<file path="src/rtl/cwf_pkg.sv">
package cwf_pkg;
  localparam int LINE_BYTES = 32;
  localparam int BEAT_BYTES = 8;
  localparam int BEATS      = LINE_BYTES / BEAT_BYTES;
  localparam int BEAT_W     = BEAT_BYTES * 8;
  localparam int DW_W       = $clog2(BEATS);
  localparam int BYTE_W     = $clog2(BEAT_BYTES);
  localparam int OFF_W      = $clog2(LINE_BYTES);

  typedef logic [DW_W-1:0]  dw_t;
  typedef logic [BEATS-1:0] beat_mask_t;

  // Double word carried by beat number k when the fill began at crit.
  function automatic dw_t wrap_dw(input dw_t crit, input dw_t k);
    return crit + k;
  endfunction
endpackage

</file>
<file path="src/rtl/cwf_tag_store.sv">
module cwf_tag_store #(
  parameter int SETS  = 16,
  parameter int WAYS  = 2,
  parameter int TAG_W = 23,
  parameter int IDX_W = 4,
  parameter int WAY_W = 1
) (
  input  logic             clk,
  input  logic             rst_n,
  input  logic             inv_en,
  input  logic [IDX_W-1:0] inv_idx,
  input  logic [WAY_W-1:0] inv_way,
  input  logic [TAG_W-1:0] inv_tag,
  input  logic             set_en,
  input  logic [IDX_W-1:0] set_idx,
  input  logic [WAY_W-1:0] set_way,
  input  logic [IDX_W-1:0] lk_idx,
  input  logic [TAG_W-1:0] lk_tag,
  output logic             lk_hit,
  output logic [WAY_W-1:0] lk_way
);
  logic [WAYS-1:0]  vld_q [SETS];
  logic [WAYS-1:0]  vld_d [SETS];
  logic [TAG_W-1:0] tag_q [SETS][WAYS];
  logic [WAYS-1:0]  match;

  always_comb begin
    vld_d = vld_q;
    if (inv_en) vld_d[inv_idx][inv_way] = 1'b0;
    if (set_en) vld_d[set_idx][set_way] = 1'b1;
  end

  always_ff @(posedge clk or negedge rst_n) begin
    if (!rst_n) begin
      for (int s = 0; s < SETS; s++) vld_q[s] <= '0;
    end else begin
      vld_q <= vld_d;
    end
  end

  always_ff @(posedge clk) begin
    if (inv_en) tag_q[inv_idx][inv_way] <= inv_tag;
  end

  for (genvar w = 0; w < WAYS; w++) begin : g_way
    assign match[w] = vld_q[lk_idx][w] && (tag_q[lk_idx][w] == lk_tag);
  end

  always_comb begin
    lk_way = '0;
    for (int w = 0; w < WAYS; w++) begin
      if (match[w]) lk_way = WAY_W'(w);
    end
  end
  assign lk_hit = |match;

  // a line lives in at most one way of its set
  p_single_way_r8: assert property (@(posedge clk) disable iff (!rst_n)
    $onehot0(match));
endmodule

</file>
<file path="src/rtl/cwf_fill_seq.sv">
module cwf_fill_seq
  import cwf_pkg::*;
#(
  parameter int IDX_W = 4,
  parameter int TAG_W = 23,
  parameter int WAY_W = 1
) (
  input  logic             clk,
  input  logic             rst_n,
  input  logic             start,
  input  dw_t              start_dw,
  input  logic             start_all,
  input  logic [IDX_W-1:0] start_idx,
  input  logic [TAG_W-1:0] start_tag,
  input  logic [WAY_W-1:0] start_way,
  input  logic             beat_in,
  output logic             busy,
  output logic             wr,
  output logic             last_wr,
  output logic             first,
  output logic             fwd_all,
  output dw_t              cur_dw,
  output beat_mask_t       got,
  output logic             done,
  output logic [IDX_W-1:0] fill_idx,
  output logic [TAG_W-1:0] fill_tag,
  output logic [WAY_W-1:0] fill_way
);
  logic             busy_q, busy_d, done_q, done_d, all_q;
  dw_t              cnt_q, cnt_d, crit_q;
  beat_mask_t       got_q, got_d;
  logic [IDX_W-1:0] idx_q;
  logic [TAG_W-1:0] tag_q;
  logic [WAY_W-1:0] way_q;
  logic             cnt_en;

  assign wr      = busy_q && beat_in;
  assign last_wr = wr && (cnt_q == dw_t'(BEATS - 1));
  assign cur_dw  = wrap_dw(crit_q, cnt_q);
  assign cnt_en  = start || wr;

  always_comb begin
    busy_d = busy_q;
    cnt_d  = cnt_q;
    got_d  = got_q;
    done_d = last_wr;
    if (start) begin
      busy_d = 1'b1;
      cnt_d  = '0;
      got_d  = '0;
    end else if (wr) begin
      cnt_d  = cnt_q + dw_t'(1);
      got_d  = got_q | (beat_mask_t'(1) << cur_dw);
      if (last_wr) busy_d = 1'b0;
    end
  end

  always_ff @(posedge clk or negedge rst_n) begin
    if (!rst_n) begin
      busy_q <= 1'b0;
      done_q <= 1'b0;
      cnt_q  <= '0;
      got_q  <= '0;
      crit_q <= '0;
      all_q  <= 1'b0;
      idx_q  <= '0;
      tag_q  <= '0;
      way_q  <= '0;
    end else begin
      busy_q <= busy_d;
      done_q <= done_d;
      if (cnt_en) begin
        cnt_q <= cnt_d;
        got_q <= got_d;
      end
      if (start) begin
        crit_q <= start_dw;
        all_q  <= start_all;
        idx_q  <= start_idx;
        tag_q  <= start_tag;
        way_q  <= start_way;
      end
    end
  end

  assign busy     = busy_q;
  assign first    = (cnt_q == '0);
  assign fwd_all  = all_q;
  assign got      = got_q;
  assign done     = done_q;
  assign fill_idx = idx_q;
  assign fill_tag = tag_q;
  assign fill_way = way_q;

  // the beat after acceptance targets the critical double word
  p_crit_first_r3: assert property (@(posedge clk) disable iff (!rst_n)
    start |=> (busy_q && cur_dw == $past(start_dw)));
  // completion only follows a running fill
  p_done_after_fill_r7: assert property (@(posedge clk) disable iff (!rst_n)
    done_q |-> (!busy_q && $past(busy_q)));
  // every double word arrived before completion
  p_all_beats_r10: assert property (@(posedge clk) disable iff (!rst_n)
    done_q |-> (got_q == '1));
endmodule

</file>
<file path="src/rtl/cwf_line_fill.sv">
module cwf_line_fill
  import cwf_pkg::*;
#(
  parameter int ADDR_W = 32,
  parameter int SETS   = 16,
  parameter int WAYS   = 2,
  localparam int IDX_W = $clog2(SETS),
  localparam int WAY_W = (WAYS > 1) ? $clog2(WAYS) : 1,
  localparam int TAG_W = ADDR_W - OFF_W - IDX_W
) (
  input  logic              clk,
  input  logic              rst_n,
  input  logic              miss_valid,
  input  logic [ADDR_W-1:0] miss_addr,
  input  logic [WAY_W-1:0]  miss_way,
  input  logic              fwd_all_beats,
  output logic              miss_ready,
  input  logic              mem_valid,
  input  logic [BEAT_W-1:0] mem_data,
  input  logic              lk_valid,
  input  logic [ADDR_W-1:0] lk_addr,
  output logic              lk_hit,
  output logic [WAY_W-1:0]  lk_way,
  output logic              lk_stall,
  output logic              arr_we,
  output logic [WAY_W-1:0]  arr_way,
  output logic [IDX_W-1:0]  arr_index,
  output logic [DW_W-1:0]   arr_dword,
  output logic [BEAT_W-1:0] arr_wdata,
  output logic              fwd_valid,
  output logic [DW_W-1:0]   fwd_dword,
  output logic [BEAT_W-1:0] fwd_data,
  output logic              fill_done
);
  logic             busy, wr, last_wr, first, fwd_all, start, done;
  dw_t              cur_dw;
  beat_mask_t       got;
  logic [IDX_W-1:0] fill_idx, lk_idx, m_idx;
  logic [TAG_W-1:0] fill_tag, lk_tag, m_tag;
  logic [WAY_W-1:0] fill_way, ts_way;
  dw_t              lk_dw, m_dw;
  logic             ts_hit, on_fill, dw_here;
  logic             unused_byte_bits;

  assign m_dw   = miss_addr[BYTE_W +: DW_W];
  assign m_idx  = miss_addr[OFF_W +: IDX_W];
  assign m_tag  = miss_addr[ADDR_W-1 -: TAG_W];
  assign lk_dw  = lk_addr[BYTE_W +: DW_W];
  assign lk_idx = lk_addr[OFF_W +: IDX_W];
  assign lk_tag = lk_addr[ADDR_W-1 -: TAG_W];
  assign unused_byte_bits = ^{miss_addr[BYTE_W-1:0], lk_addr[BYTE_W-1:0]};

  assign start = miss_valid && !busy;

  cwf_fill_seq #(.IDX_W(IDX_W), .TAG_W(TAG_W), .WAY_W(WAY_W)) u_seq (
    .clk(clk), .rst_n(rst_n), .start(start), .start_dw(m_dw),
    .start_all(fwd_all_beats), .start_idx(m_idx), .start_tag(m_tag),
    .start_way(miss_way), .beat_in(mem_valid), .busy(busy), .wr(wr),
    .last_wr(last_wr), .first(first), .fwd_all(fwd_all), .cur_dw(cur_dw),
    .got(got), .done(done), .fill_idx(fill_idx), .fill_tag(fill_tag),
    .fill_way(fill_way)
  );

  cwf_tag_store #(.SETS(SETS), .WAYS(WAYS), .TAG_W(TAG_W), .IDX_W(IDX_W),
                  .WAY_W(WAY_W)) u_tags (
    .clk(clk), .rst_n(rst_n), .inv_en(start), .inv_idx(m_idx),
    .inv_way(miss_way), .inv_tag(m_tag), .set_en(last_wr),
    .set_idx(fill_idx), .set_way(fill_way), .lk_idx(lk_idx),
    .lk_tag(lk_tag), .lk_hit(ts_hit), .lk_way(ts_way)
  );

  // Lookup path: the filling line answers from its arrival mask.
  assign on_fill  = lk_valid && busy && (lk_idx == fill_idx) && (lk_tag == fill_tag);
  assign dw_here  = got[lk_dw];
  assign lk_stall = on_fill && !dw_here;
  assign lk_hit   = lk_valid && (on_fill ? dw_here : ts_hit);
  assign lk_way   = on_fill ? fill_way : ts_way;

  // Array write and forward path, both driven by the same beat.
  assign arr_we     = wr;
  assign arr_way    = fill_way;
  assign arr_index  = fill_idx;
  assign arr_dword  = cur_dw;
  assign arr_wdata  = mem_data;
  assign fwd_valid  = wr && (first || fwd_all);
  assign fwd_dword  = cur_dw;
  assign fwd_data   = mem_data;
  assign fill_done  = done;
  assign miss_ready = !busy;

  // a forward always coincides with the array write of the same data
  p_fwd_with_write_r4: assert property (@(posedge clk) disable iff (!rst_n)
    fwd_valid |-> (arr_we && fwd_data == arr_wdata && fwd_dword == arr_dword));
  // a stalled lookup never reports a hit
  p_stall_not_hit_r9: assert property (@(posedge clk) disable iff (!rst_n)
    lk_stall |-> !lk_hit);
  // accepting a miss closes the request port on the next cycle
  p_accept_closes_r1: assert property (@(posedge clk) disable iff (!rst_n)
    (miss_valid && miss_ready) |=> !miss_ready);
  // the completion cycle reopens the request port
  p_done_ready_r7: assert property (@(posedge clk) disable iff (!rst_n)
    fill_done |-> miss_ready);
endmodule

</file>
<file path="config.mk">
export PLATFORM = sky130hd
export DESIGN_NAME = cwf_line_fill
export DESIGN_NICKNAME = d
export VERILOG_FILES = /design/src/rtl/cwf_pkg.sv /design/src/rtl/cwf_tag_store.sv /design/src/rtl/cwf_fill_seq.sv /design/src/rtl/cwf_line_fill.sv
export SDC_FILE = /design/constraint.sdc
export NUM_CORES = 1
export LEC_CHECK = 0
export BUFFER_PORTS_ARGS = -buffer_cell sky130_fd_sc_hd__buf_2
export CAP_MARGIN = 20
export CORE_MARGIN = 2
export CORE_UTILIZATION = 55
export CTS_BUF_LIST = sky130_fd_sc_hd__clkbuf_16
export DETAILED_ROUTE_END_ITERATION = 10
export PLACE_DENSITY_LB_ADDON = 0.12
export SETUP_SLACK_MARGIN = 0.2
export SYNTH_ARGS = -nofsm -noshare
export SYNTH_HDL_FRONTEND = slang
export SYNTH_SLANG_ARGS = --single-unit
</file>
<file path="constraint.sdc">
create_clock -name clk -period 9.8 [get_ports clk]
set_input_delay 0.98 -clock clk [delete_from_list [all_inputs] [get_ports clk]]
set_output_delay 0.98 -clock clk [all_outputs]
set_load 0.01 [all_outputs]
</file>
==> results of run 1 <==
[placed cells by master (no fill, tap or decap), types with 4 or more instances in the layout]
master,n
a211oi_1,7
a21oi_1,23
a221oi_1,4
a22o_1,4
a22oi_1,11
a31oi_1,12
buf_2,76
buf_4,41
bufinv_16,5
clkbuf_16,87
clkinv_1,18
clkinv_2,16
dfrtp_1,71
edfxtp_1,736
inv_1,44
mux2i_1,89
mux4_1,10
mux4_2,167
nand2_1,169
nand2b_1,5
nand3_1,9
nand4_1,8
nor2_1,37
nor2_2,22
nor2b_1,5
nor3_1,7
nor3_2,8
nor4_1,10
o211ai_1,4
o21ai_0,69
o22ai_1,10
o31ai_1,5
or2_2,4
or3_1,4
xnor2_1,39
xor2_1,47
[layer usage]
layer  vias up  share of wire (%)  GRT usage, %
li1       7290                  -             -
met1      9096                 41          37.3
met2       764                 48          42.1
met3       136                8.0          5.98
met4         2                2.8          8.13
met5         -              0.018             0
[cell type report]
class / count / area (µm²) / area share, %
Sequential cell: 807 / 23900 / 65.1
Timing Repair Buffer: 122 / 768 / 2.10
Clock inverter: 58 / 379 / 1.03
Clock buffer: 87 / 2180 / 5.94
Antenna cell: 3 / 7.51 / 0.0205
Inverter: 30 / 115 / 0.314
Multi-Input combinational cell: 845 / 8360 / 22.8
Tap cell: 782 / 978 / 2.67
[stage by stage]
stage	setup WS [ns]	cell area, µm²	utilization (%)	std cells	power, µW
finish	3.37	36700	60.5	2734	7680
global route	3.12	36700	60.5	2733	7940
CTS	3.34	36700	60.5	2731	7730
detailed placement	3.36	34100	56.3	2586	4780
global placement	3.36	34100	56.3	2586	4760
floorplan	5.38	33900	-	1918	4570
[logic make-up after synthesis]
logic type / count (synthesis) / share of synthesized area, %
muxes: 268 / 14.6
and+or+nand+nor: 306 / 3.93
adders and majority gates: 3 / 0.111
DFF: 807 / 70.5
xor gates and xnor gates: 86 / 2.22
buffers and inverters: 266 / 5.14
AOI/OAI and AO/OA: 182 / 3.51
[power by group]
part	switching (µW)	internal, µW
logic	440	274
registers	106	3880
clock network	1260	1720
total	1800	5880
[path summary, 6_finish.rpt]
check | from | to | slack (ns) | cells after the start
worst max-delay path | lk_addr[5] | lk_hit | 3.37 | 12
worst min-delay path | u_seq.fill_tag[2] | u_seq.fill_tag[2] | 0.49 | 2
worst max register to register | u_seq.busy | u_tags.tag_q[2][44] | 6.50 | 6
worst min register to register | u_seq.fill_tag[2] | u_seq.fill_tag[2] | 0.49 | 2
max in group asynchronous | rst_n | u_seq.fill_tag[17] | 8.69 | 1
min in group asynchronous | rst_n | u_tags.vld_q[23] | 0.50 | 1
[state kept, by name, summed over array words and instances, names as in the netlist]
name            flops
u_seq.fill_idx      4
u_seq.busy          1
u_seq.crit_q        2
u_seq.got           4
u_tags.tag_q      736
u_seq.fill_way      1
u_seq.fwd_all       1
u_seq.fill_tag     23
u_tags.vld_q       32
u_seq.done          1
u_seq.cnt_q         2
[worst reg2reg max path, stage by stage, from the launching register on]
cell and delay (ns):
dfrtp_1 0.45, inv_1 0.10, nand2_1 0.22, buf_4 0.31, or3_1 0.53, nor3_2 0.89
buf_4 0.47
==> impl_metrics.sql, run 1 <==
INSERT INTO impl_metrics (metric_group, metric, value, unit) VALUES
('status', 'run_status', 'finished, final reports clean', ''),
('setup_path', 'worst-path-max-fanout', '68', ''),
('clock_network', 'root_buf_cell', 'clkbuf_16', ''),
('sta', 'slew-limit-headroom', '25.5', '%'),
('route', 'viasPerCell', '6.32', ''),
('setup_path', 'worst-endpoint-arrival', '5.45', 'ns'),
('setup_path', 'required_time_of_the_critical_path', '8.82', 'ns'),
('clock_network', 'cts_inserted_buffers', '83', ''),
('synthesis', 'post_synth_instance_area', '0.0339', 'mm²'),
('global_routing', 'grt_pass1_vias', '17200', ''),
('synthesis', 'yosysWarningCount', '0', ''),
('setup_path', 'slowest_stage', 'nor2b_1', ''),
('min_path', 'timing.hold.worst.class', 'reg -> reg', ''),
('setup_path', 'worstPathBufferInverterCount', '3', ''),
('clock_network', 'cts_max_level', '3', ''),
('floorplanning', 'core-area', '0.0606', 'mm²'),
('synthesis', 'synthFlopType', 'edfxtp_1', ''),
('layout', 'drive_above_1_share', '22.9', '%'),
('floorplanning', 'die_h', '252', 'µm'),
('sta', 'hold_viol_final', '0', ''),
('global_routing', 'grt_start_max_net_pins', '98', ''),
('clock_network', 'cts_max_path_buffers', '3', ''),
('route', 'totalWireLength', '83.0', 'mm'),
('layout', 'post_synthesis_to_final_layout_area_growth', '8.26', '%'),
('synthesis', 'synth-seq-area-share', '70.5', '%'),
('sta', 'finalClockSkew', '0.0155', 'ns'),
('floorplanning', 'i_o_pins', '279', ''),
('placed_design', 'place.detailed.hpwl', '47.9', 'mm'),
('clock_network', 'cts_hold_buf', '0', ''),
('setup_path', 'crit_chain', 'clkbuf_8 -> buf_12 -> nor2b_1 -> a22oi_1 -> o21ai_0 -> xnor2_1 -> o41ai_1 -> o2111ai_1 -> a2111oi_4 -> a21oi_2 -> o32ai_1 -> buf_2', ''),
('placed_design', 'buffer_ports.inserted', '80', ''),
('synthesis', 'synthCells', '1918', ''),
('sta', 'clock.fmax', '155', 'MHz'),
('synthesis', 'synth_top_area_share', '65.3', '%'),
('route', 'final_antenna_net_count', '0', ''),
('setup_path', 'cp_slowest_stage_delay', '0.79', 'ns'),
('sta', 'transition_at_the_pin_with_the_smallest_max_transition_slack', '1.11', 'ns'),
('setup_path', 'setup.worst_path.class', 'in -> out', ''),
('route', 'detail_route.iter0.violations', '1919', ''),
('layout', 'final_net_count', '2027', ''),
('global_routing', 'grt_usage', '26.6', '%'),
('clock_network', 'cts_tree', 'built', ''),
('setup_path', 'cp-start-kind', 'input port', ''),
('global_routing', 'antenna_found_initial', '5', ''),
('job', 'drv.max_cap_violation_count', '0', ''),
('power_and_ir_drop', 'vdd.ir_drop.worst', '0.158', 'mV'),
('global_routing', 'grt_pass1_wl', '119', 'mm'),
('floorplanning', 'initial_core_util', '55.9', '%'),
('route', 'residual_drc_count', '0', ''),
('sta', 'timing.final.max_slew_violations', '0', ''),
('synthesis', 'yosys_register_bits', '807', ''),
('sta', 'layout_min_cycle_time', '6.43', 'ns'),
('sta', 'grt_setup_unrepaired', 'no', ''),
('synthesis', 'yosysMostFrequentCell', 'edfxtp_1', ''),
('layout', 'fillerInstances', '4412', ''),
('setup_path', 'critical_path.top_delay_family', 'compound AO/OA/AOI/OAI gates', ''),
('sta', 'setup_viol', '0', ''),
('route', 'vias', '17300', ''),
('clock_network', 'post_cts.resized_instances', '0', ''),
('route', 'drt_first_pass_iters', '6', ''),
('clock_network', 'clkSlewWorstSetupHoldPaths', '0.06', 'ns'),
('power_and_ir_drop', 'power-per-cell-area', '210', 'mW/mm²'),
('synthesis', 'cell_types_with_the_largest_area_share_after_synthesis', 'edfxtp_1, mux4_2, dfrtp_1', ''),
('synthesis', 'syn_area_per_cell', '17.7', 'µm²'),
('clock_network', 'clock_insertion_delay_worst_skew', '0.62', 'ns'),
('synthesis', 'net_count_of_the_mapped_netlist', '2056', ''),
('route', 'route.detailed.wl_per_inst', '30.4', 'µm'),
('power_and_ir_drop', 'static_leakage', '0.0125', 'µW'),
('clock_network', 'clock-sinks', '807', ''),
('sta', 'fin_setup_tns', '0', 'ns'),
('floorplanning', 'dieArea', '0.0636', 'mm²');
(Power assumes the default switching activity.)
==> inputs of run 2 (changes only) <==
--- a/config.mk
+++ b/config.mk
@@ -8,7 +8,7 @@
 export BUFFER_PORTS_ARGS = -buffer_cell sky130_fd_sc_hd__buf_2
 export CAP_MARGIN = 20
 export CORE_MARGIN = 2
-export CORE_UTILIZATION = 55
+export CORE_UTILIZATION = 54
 export CTS_BUF_LIST = sky130_fd_sc_hd__clkbuf_16
 export DETAILED_ROUTE_END_ITERATION = 10
 export PLACE_DENSITY_LB_ADDON = 0.12
==> constraint.sdc (replaced) <==
create_clock -name clk -period 5.75 [get_ports clk]
set_input_delay 0.575 -clock clk [delete_from_list [all_inputs] [get_ports clk]]
set_output_delay 0.575 -clock clk [all_outputs]
set_load 0.01 [all_outputs]
==> run 2 against run 1 <==
Effect of this change:
- count of clock-buffer cells in the layout shrank 3
- non-clock buffer count grew 17
- largest cell class unchanged
- critical path type unchanged
- final cell count grew 2.7%
- hold slack lost 0.41 ns
==> impl_metrics.sql, run 2 (synthesis gave the netlist of run 1 again) <==
INSERT INTO impl_metrics (metric_group, metric, value, unit) VALUES
('route', 'viasPerCell', '6.26', ''),
('floorplanning', 'floorplan.die.width', '254', 'µm'),
('clock_network', 'cts_tree', 'built', ''),
('sta', 'layout_min_cycle_time', '4.89', 'ns'),
('sta', 'fin_setup_tns', '0', 'ns'),
('layout', 'layout_commonest_cell', 'edfxtp_1', ''),
('setup_path', 'critical_path.reg2reg.startpoint', 'u_seq.busy', ''),
('sta', 'slew-limit-headroom', '29.6', '%'),
('floorplanning', 'die_h', '254', 'µm'),
('layout', 'post_synthesis_to_final_layout_area_growth', '9.21', '%'),
('layout', 'layout_common_cells', 'edfxtp_1, nand2_1, mux4_2, mux2i_1, clkbuf_16', ''),
('global_routing', 'grt_remaining_overflow', '0', ''),
('power_and_ir_drop', 'finalPower', '13300', 'µW'),
('placed_design', 'post_dp_cell_area', '0.0343', 'mm²'),
('global_routing', 'grt_pass1_vias', '17700', ''),
('route', 'final_antenna_net_count', '0', ''),
('layout', 'final_net_count', '2043', ''),
('clock_network', 'cts_max_level', '3', ''),
('placed_design', 'post-place-cells', '2658', ''),
('route', 'drt_first_pass_iters', '6', ''),
('clock_network', 'cts_hold_buf', '0', ''),
('placed_design', 'buffer_ports.inserted', '80', ''),
('job', 'drv.max_cap_violation_count', '0', ''),
('power_and_ir_drop', 'clkPwrFrac', '39.6', '%'),
('sta', 'grt_setup_unrepaired', 'no', ''),
('global_routing', 'grt_usage', '27.1', '%'),
('layout', 'fillerInstances', '4570', ''),
('clock_network', 'post_cts.resized_instances', '0', ''),
('setup_path', 'end_kind', 'output port', ''),
('clock_network', 'clock-sinks', '807', ''),
('setup_path', 'cp-start-kind', 'input port', ''),
('global_routing', 'antenna_found_initial', '3', ''),
('setup_path', 'setup.worst_path.class', 'in -> out', ''),
('sta', 'setup_viol', '0', ''),
('global_routing', 'grt_pass1_wl', '123', 'mm'),
('clock_network', 'root_buf_cell', 'clkbuf_16', ''),
('power_and_ir_drop', 'power-per-cell-area', '360', 'mW/mm²'),
('setup_path', 'slowest_stage', 'nor3_1', ''),
('sta', 'hold_viol_final', '0', ''),
('sta', 'clock.fmax', '205', 'MHz'),
('min_path', 'timing.hold.worst.class', 'in -> async', ''),
('clock_network', 'clkSlewWorstSetupHoldPaths', '0.06', 'ns'),
('power_and_ir_drop', 'sw_pwr', '3170', 'µW'),
('placed_design', 'routabilityCongestion', '0.855', ''),
('placed_design', 'place.detailed.hpwl', '50.3', 'mm'),
('setup_path', 'setup.worst_path.start', 'lk_addr[7]', ''),
('floorplanning', 'i_o_pins', '279', ''),
('layout', 'largest_register_ffs', '736', ''),
('layout', 'final_cell_area', '0.0370', 'mm²'),
('setup_path', 'worst-endpoint-arrival', '4.31', 'ns'),
('floorplanning', 'core-area', '0.0618', 'mm²'),
('setup_path', 'cp_slowest_stage_delay', '0.71', 'ns'),
('setup_path', 'worst-path-max-fanout', '77', ''),
('sta', 'fin_crit_sh', '85.0', '%'),
('setup_path', 'crit_chain', 'buf_6 -> buf_4 -> buf_4 -> xor2_1 -> nor4_1 -> nand3_1 -> nor3_1 -> a211o_1 -> nor3_1 -> nand4_1 -> o32ai_1 -> buf_2', ''),
('sta', 'timing.final.max_slew_violations', '0', ''),
('power_and_ir_drop', 'static_leakage', '0.0126', 'µW'),
('clock_network', 'cts.repair_timing.setup_buffer_count', '0', ''),
('layout', 'largest-register', 'u_tags.tag_q', ''),
('sta', 'transition_at_the_pin_with_the_smallest_max_transition_slack', '1.05', 'ns'),
('power_and_ir_drop', 'power_frac_comb', '9.3', '%'),
('route', 'detail_route.iter0.violations', '1989', ''),
('global_routing', 'grt_start_max_net_pins', '78', ''),
('floorplanning', 'initial_core_util', '54.8', '%'),
('layout', 'num_antenna_cells', '0', ''),
('power_and_ir_drop', 'sw_frac_of_total', '23.8', '%'),
('route', 'vias', '17600', ''),
('power_and_ir_drop', 'vdd.ir_drop.worst', '0.273', 'mV'),
('route', 'totalWireLength', '85.2', 'mm'),
('power_and_ir_drop', 'internal-power', '10200', 'µW'),
('floorplanning', 'dieArea', '0.0647', 'mm²'),
('clock_network', 'cts_inserted_buffers', '82', ''),
('status', 'run_status', 'finished, final reports clean', ''),
('sta', 'hold-worst-slack', '0.0845', 'ns'),
('setup_path', 'required_time_of_the_critical_path', '5.18', 'ns'),
('route', 'route.detailed.wl_per_inst', '30.3', 'µm'),
('power_and_ir_drop', 'power_frac_seq', '51.1', '%'),
('route', 'residual_drc_count', '0', ''),
('floorplanning', 'core.rowCount', '91', ''),
('layout', 'drive_above_1_share', '23.8', '%'),
('sta', 'finalClockSkew', '0.0114', 'ns'),
('clock_network', 'cts_max_path_buffers', '3', ''),
('clock_network', 'clock_insertion_delay_worst_skew', '0.63', 'ns'),
('layout', 'finish.cell_count_without_fillers', '2809', '');
-- run 2: power groups by stage --
stage	sequential [µW]	combinational [µW]	clock, µW
floorplan	6850	933	0
global placement	6910	1220	0
detailed placement	6930	1240	0
CTS	6800	1250	5350
global route	6820	1350	5590
finish	6810	1240	5280
-- run 2: critical path, delay by kind of cell --
family	cells	cell delay [ns]
buffers and inverters	4	1.40
AND/OR/NAND/NOR	5	1.75
AO/OA/AOI/OAI	2	0.36
XOR/XNOR	1	0.09
-- run 2: final timing paths --
| kind | endpoint | slack, ns | cells after the start |
|---|---|---|---|
| setup / recovery | lk_hit | 0.86 | 12 |
| hold / removal | u_seq.done | 0.08 | 1 |
| setup reg to reg | u_tags.tag_q[14][42] | 2.93 | 6 |
| hold reg to reg | u_seq.fwd_all | 0.48 | 2 |
| max in group asynchronous | u_seq.fill_tag[21] | 5.05 | 1 |
| min in group clk | u_seq.fwd_all | 0.14 | 3 |
-- run 2: through the flow --
stage | setup slack (ns) | utilization (%)
2_1_floorplan | 2.13 | -
3_3_place_gp | 0.943 | 55.5
3_5_place_dp | 0.925 | 55.5
4_1_cts | 0.956 | 59.8
5_1_grt | 0.749 | 59.8
6_report | 0.860 | 59.8
-- run 2: metal layers --
| metal | wire length [µm] | share of wire, % | vias up | global-route usage (%) |
|---|---|---|---|---|
| li1 | - | - | 7342 | - |
| met1 | 35500 | 42 | 9284 | 38.8 |
| met2 | 40600 | 48 | 792 | 43.0 |
| met3 | 6570 | 7.7 | 153 | 4.92 |
| met4 | 2520 | 3.0 | 2 | 8.49 |
| met5 | 13 | 0.015 | - | 0 |
-- run 2: final cells by class --
type	count	area, µm²	share of cell area [%]
Sequential cell	807	23900	64.6
Multi-Input combinational cell	845	8350	22.6
Clock buffer	84	2100	5.68
Tap cell	837	1050	2.83
Timing Repair Buffer	139	921	2.49
Clock inverter	67	569	1.54
Inverter	30	115	0.311
==> inputs of run 3 (changes only) <==
--- a/config.mk
+++ b/config.mk
@@ -8,7 +8,7 @@
 export BUFFER_PORTS_ARGS = -buffer_cell sky130_fd_sc_hd__buf_2
 export CAP_MARGIN = 20
 export CORE_MARGIN = 2
-export CORE_UTILIZATION = 54
+export CORE_UTILIZATION = 50
 export CTS_BUF_LIST = sky130_fd_sc_hd__clkbuf_16
 export DETAILED_ROUTE_END_ITERATION = 10
 export PLACE_DENSITY_LB_ADDON = 0.12
==> constraint.sdc (replaced) <==
create_clock -name clk -period 5.75 [get_ports clk]
set_input_delay 1.15 -clock clk [delete_from_list [all_inputs] [get_ports clk]]
set_output_delay 1.15 -clock clk [all_outputs]
set_load 0.01 [all_outputs]
==> run 3 against run 2 <==
Effect of this change:
- combinational power up 5%
- critical path depth unchanged
- critical path type unchanged
- die area up 7.9%
- total power down 0.19%
- first-iteration DRC count down 7.1%
- sequential share of layout area down 1.1 points
==> impl_metrics.sql, run 3 (synthesis gave the netlist of run 1 again) <==
INSERT INTO impl_metrics (metric_group, metric, value, unit) VALUES
('status', 'run_status', 'finished, final reports clean', ''),
('setup_path', 'critical_path.top_delay_family', 'compound AO/OA/AOI/OAI gates', ''),
('power_and_ir_drop', 'power-per-cell-area', '354', 'mW/mm²'),
('setup_path', 'rr_endpoint', 'u_tags.tag_q[11][0]', ''),
('global_routing', 'grt_usage', '25.1', '%'),
('placed_design', 'routabilityCongestion', '0.848', ''),
('route', 'viasPerCell', '6.12', ''),
('global_routing', 'grt_pass1_vias', '17900', ''),
('layout', 'drive_above_1_share', '25.9', '%'),
('floorplanning', 'core.rowCount', '95', ''),
('sta', 'fin_crit_sh', '94.6', '%'),
('setup_path', 'required_time_of_the_critical_path', '4.60', 'ns'),
('clock_network', 'root_buf_cell', 'clkbuf_16', ''),
('placed_design', 'preCtsSetupSlack', '0.160', 'ns'),
('route', 'drt_first_pass_iters', '5', ''),
('setup_path', 'worst_r2r_setup_slack', '2.67', 'ns'),
('placed_design', 'place.detailed.hpwl', '52.8', 'mm'),
('setup_path', 'setup.worst_path.start', 'lk_addr[5]', ''),
('global_routing', 'grt_pass1_wl', '125', 'mm'),
('clock_network', 'cts_max_path_buffers', '3', ''),
('route', 'vias', '17800', ''),
('setup_path', 'worst-endpoint-arrival', '4.29', 'ns'),
('clock_network', 'clkSlewWorstSetupHoldPaths', '0.05', 'ns'),
('clock_network', 'cts_inserted_buffers', '86', ''),
('floorplanning', 'i_o_pins', '279', ''),
('power_and_ir_drop', 'sw_pwr', '3180', 'µW'),
('sta', 'fin_setup_tns', '0', 'ns'),
('job', 'drv.max_cap_violation_count', '0', ''),
('sta', 'slew-limit-headroom', '26.2', '%'),
('power_and_ir_drop', 'vdd.ir_drop.worst', '0.361', 'mV'),
('setup_path', 'end_kind', 'output port', ''),
('sta', 'grt_setup_unrepaired', 'no', ''),
('clock_network', 'cts_tree', 'built', ''),
('setup_path', 'cp_slowest_stage_delay', '0.63', 'ns'),
('layout', 'fin_util', '56.0', '%'),
('clock_network', 'cts_max_level', '3', ''),
('placed_design', 'buffer_ports.inserted', '80', ''),
('clock_network', 'clock-sinks', '807', ''),
('min_path', 'hold_path_startpoint', 'u_seq.fwd_all', ''),
('setup_path', 'worstPathBufferInverterCount', '3', ''),
('global_routing', 'grt_start_max_net_pins', '72', ''),
('route', 'route.detailed.wl_per_inst', '30.1', 'µm'),
('layout', 'final_net_count', '2097', ''),
('route', 'residual_drc_count', '0', ''),
('min_path', 'timing.hold.worst.class', 'reg -> reg', ''),
('layout', 'largest_register_ffs', '736', ''),
('sta', 'setup_viol', '0', ''),
('min_path', 'min_delay_path_depth', '2', ''),
('floorplanning', 'initial_core_util', '50.4', '%'),
('route', 'final_antenna_net_count', '0', ''),
('global_routing', 'antenna_found_initial', '1', ''),
('sta', 'clock.fmax', '184', 'MHz'),
('sta', 'timing.final.max_slew_violations', '0', ''),
('floorplanning', 'floorplan.die.width', '264', 'µm'),
('clock_network', 'clock_insertion_delay_worst_skew', '0.63', 'ns'),
('global_routing', 'grt_remaining_overflow', '0', ''),
('placed_design', 'post_dp_cell_area', '0.0347', 'mm²'),
('power_and_ir_drop', 'power_frac_seq', '51.2', '%'),
('layout', 'post_synthesis_to_final_layout_area_growth', '11.1', '%'),
('layout', 'layout_common_cells', 'edfxtp_1, nand2_1, mux4_2, buf_4, clkbuf_16', ''),
('sta', 'hold_viol_final', '0', ''),
('clock_network', 'cts_hold_buf', '0', ''),
('route', 'totalWireLength', '87.3', 'mm'),
('power_and_ir_drop', 'static_leakage', '0.0130', 'µW'),
('floorplanning', 'die_h', '264', 'µm'),
('route', 'detail_route.iter0.violations', '1847', ''),
('sta', 'transition_at_the_pin_with_the_smallest_max_transition_slack', '1.10', 'ns'),
('setup_path', 'critical_path.reg2reg.startpoint', 'u_seq.busy', ''),
('setup_path', 'worstRegToRegCells', '6', ''),
('power_and_ir_drop', 'internal-power', '10100', 'µW'),
('floorplanning', 'core-area', '0.0672', 'mm²'),
('layout', 'final_cell_area', '0.0376', 'mm²'),
('power_and_ir_drop', 'sw_frac_of_total', '23.9', '%'),
('power_and_ir_drop', 'power_frac_comb', '9.8', '%'),
('setup_path', 'cp-start-kind', 'input port', ''),
('sta', 'finalClockSkew', '0.0284', 'ns'),
('setup_path', 'slowest_stage', 'mux4_1', ''),
('sta', 'layout_min_cycle_time', '5.44', 'ns'),
('setup_path', 'worst-path-max-fanout', '8', ''),
('power_and_ir_drop', 'clkPwrFrac', '39.0', '%'),
('layout', 'layout_commonest_cell', 'edfxtp_1', ''),
('layout', 'largest-register', 'u_tags.tag_q', ''),
('floorplanning', 'dieArea', '0.0698', 'mm²'),
('setup_path', 'crit_chain', 'clkbuf_8 -> mux4_1 -> mux2i_2 -> o2bb2ai_1 -> a221oi_2 -> a31oi_1 -> or4_4 -> a2111oi_4 -> a21oi_2 -> o32ai_1 -> buf_4 -> buf_2', ''),
('min_path', 'min_to', 'u_seq.fwd_all', ''),
('setup_path', 'setup.worst_path.class', 'in -> out', ''),
('sta', 'final_critical_path_setup_slack', '0.311', 'ns');
[run 3: cell count changes in the layout (fill, tap and decap cells not counted), moves of 4 or more]
cell,before,now
mux2i_1,89,85
inv_1,44,53
buf_4,56,92
clkbuf_16,84,90
buf_12,4,11
mux2i_2,0,4
clkinvlp_4,6,1
bufinv_16,9,5
[run 3: stage by stage]
stage	instances	total power [µW]	hold slack (ns)
detailed placement	2727	8200	0.475
global placement	2726	8160	0.467
global route	2901	13700	0.513
floorplan	1918	7780	0.447
CTS	2883	13400	0.487
finish	2901	13300	0.490
[run 3: tightest hold or removal path: stages (launching register included)]
cell,delay [ns]
dfrtp_1,0.34
nand2_1,0.06
nand2_1,0.06
[run 3: worst max-delay path by stage]
stage	cells past startpoint	endpoint	slack, ns
4_1_cts	14	lk_hit	0.20
6_report	12	lk_hit	0.31
3_5_place_dp	14	lk_hit	0.16
2_1_floorplan	12	lk_hit	0.99
5_1_grt	13	lk_hit	0.19
3_3_place_gp	14	lk_hit	0.1
[run 3: area by class of cell]
cell class	instances	area (µm²)
diodes	1	2.50
clock buffers	88	2200
clock inverters	68	432
fillers	5183	29500
inverters	30	115
multi-input cells	845	8420
flip-flops and latches	807	23900
well taps	873	1090
repair buffers	189	1470
[run 3: power groups by stage]
stage / Combinational, µW / Sequential (µW) / Clock (µW)
floorplan: 933 / 6850 / 0
global placement: 1250 / 6910 / 0
detailed placement: 1280 / 6920 / 0
global route: 1420 / 6830 / 5490
finish: 1300 / 6810 / 5190
CTS: 1290 / 6800 / 5270
[run 3: metal layers]
layer	up-vias	share of wire [%]	global-route usage (%)	routed length, µm
met4	0	2.8	7.95	2410
li1	7441	-	-	-
met2	776	48	40.2	42300
met1	9400	41	35.0	36100
met5	-	0	0	0
met3	137	7.4	5.00	6460
[run 3: repair_timing]
item / 4_1_cts / 5_1_grt
pin swaps: 0 / 1
endpoints found under the setup margin: 1 / 2
hold endpoints to repair: 0 / 0
gates resized for setup: 3 / 20
cloned: 0 / 2
buffers inserted: 0 / 15
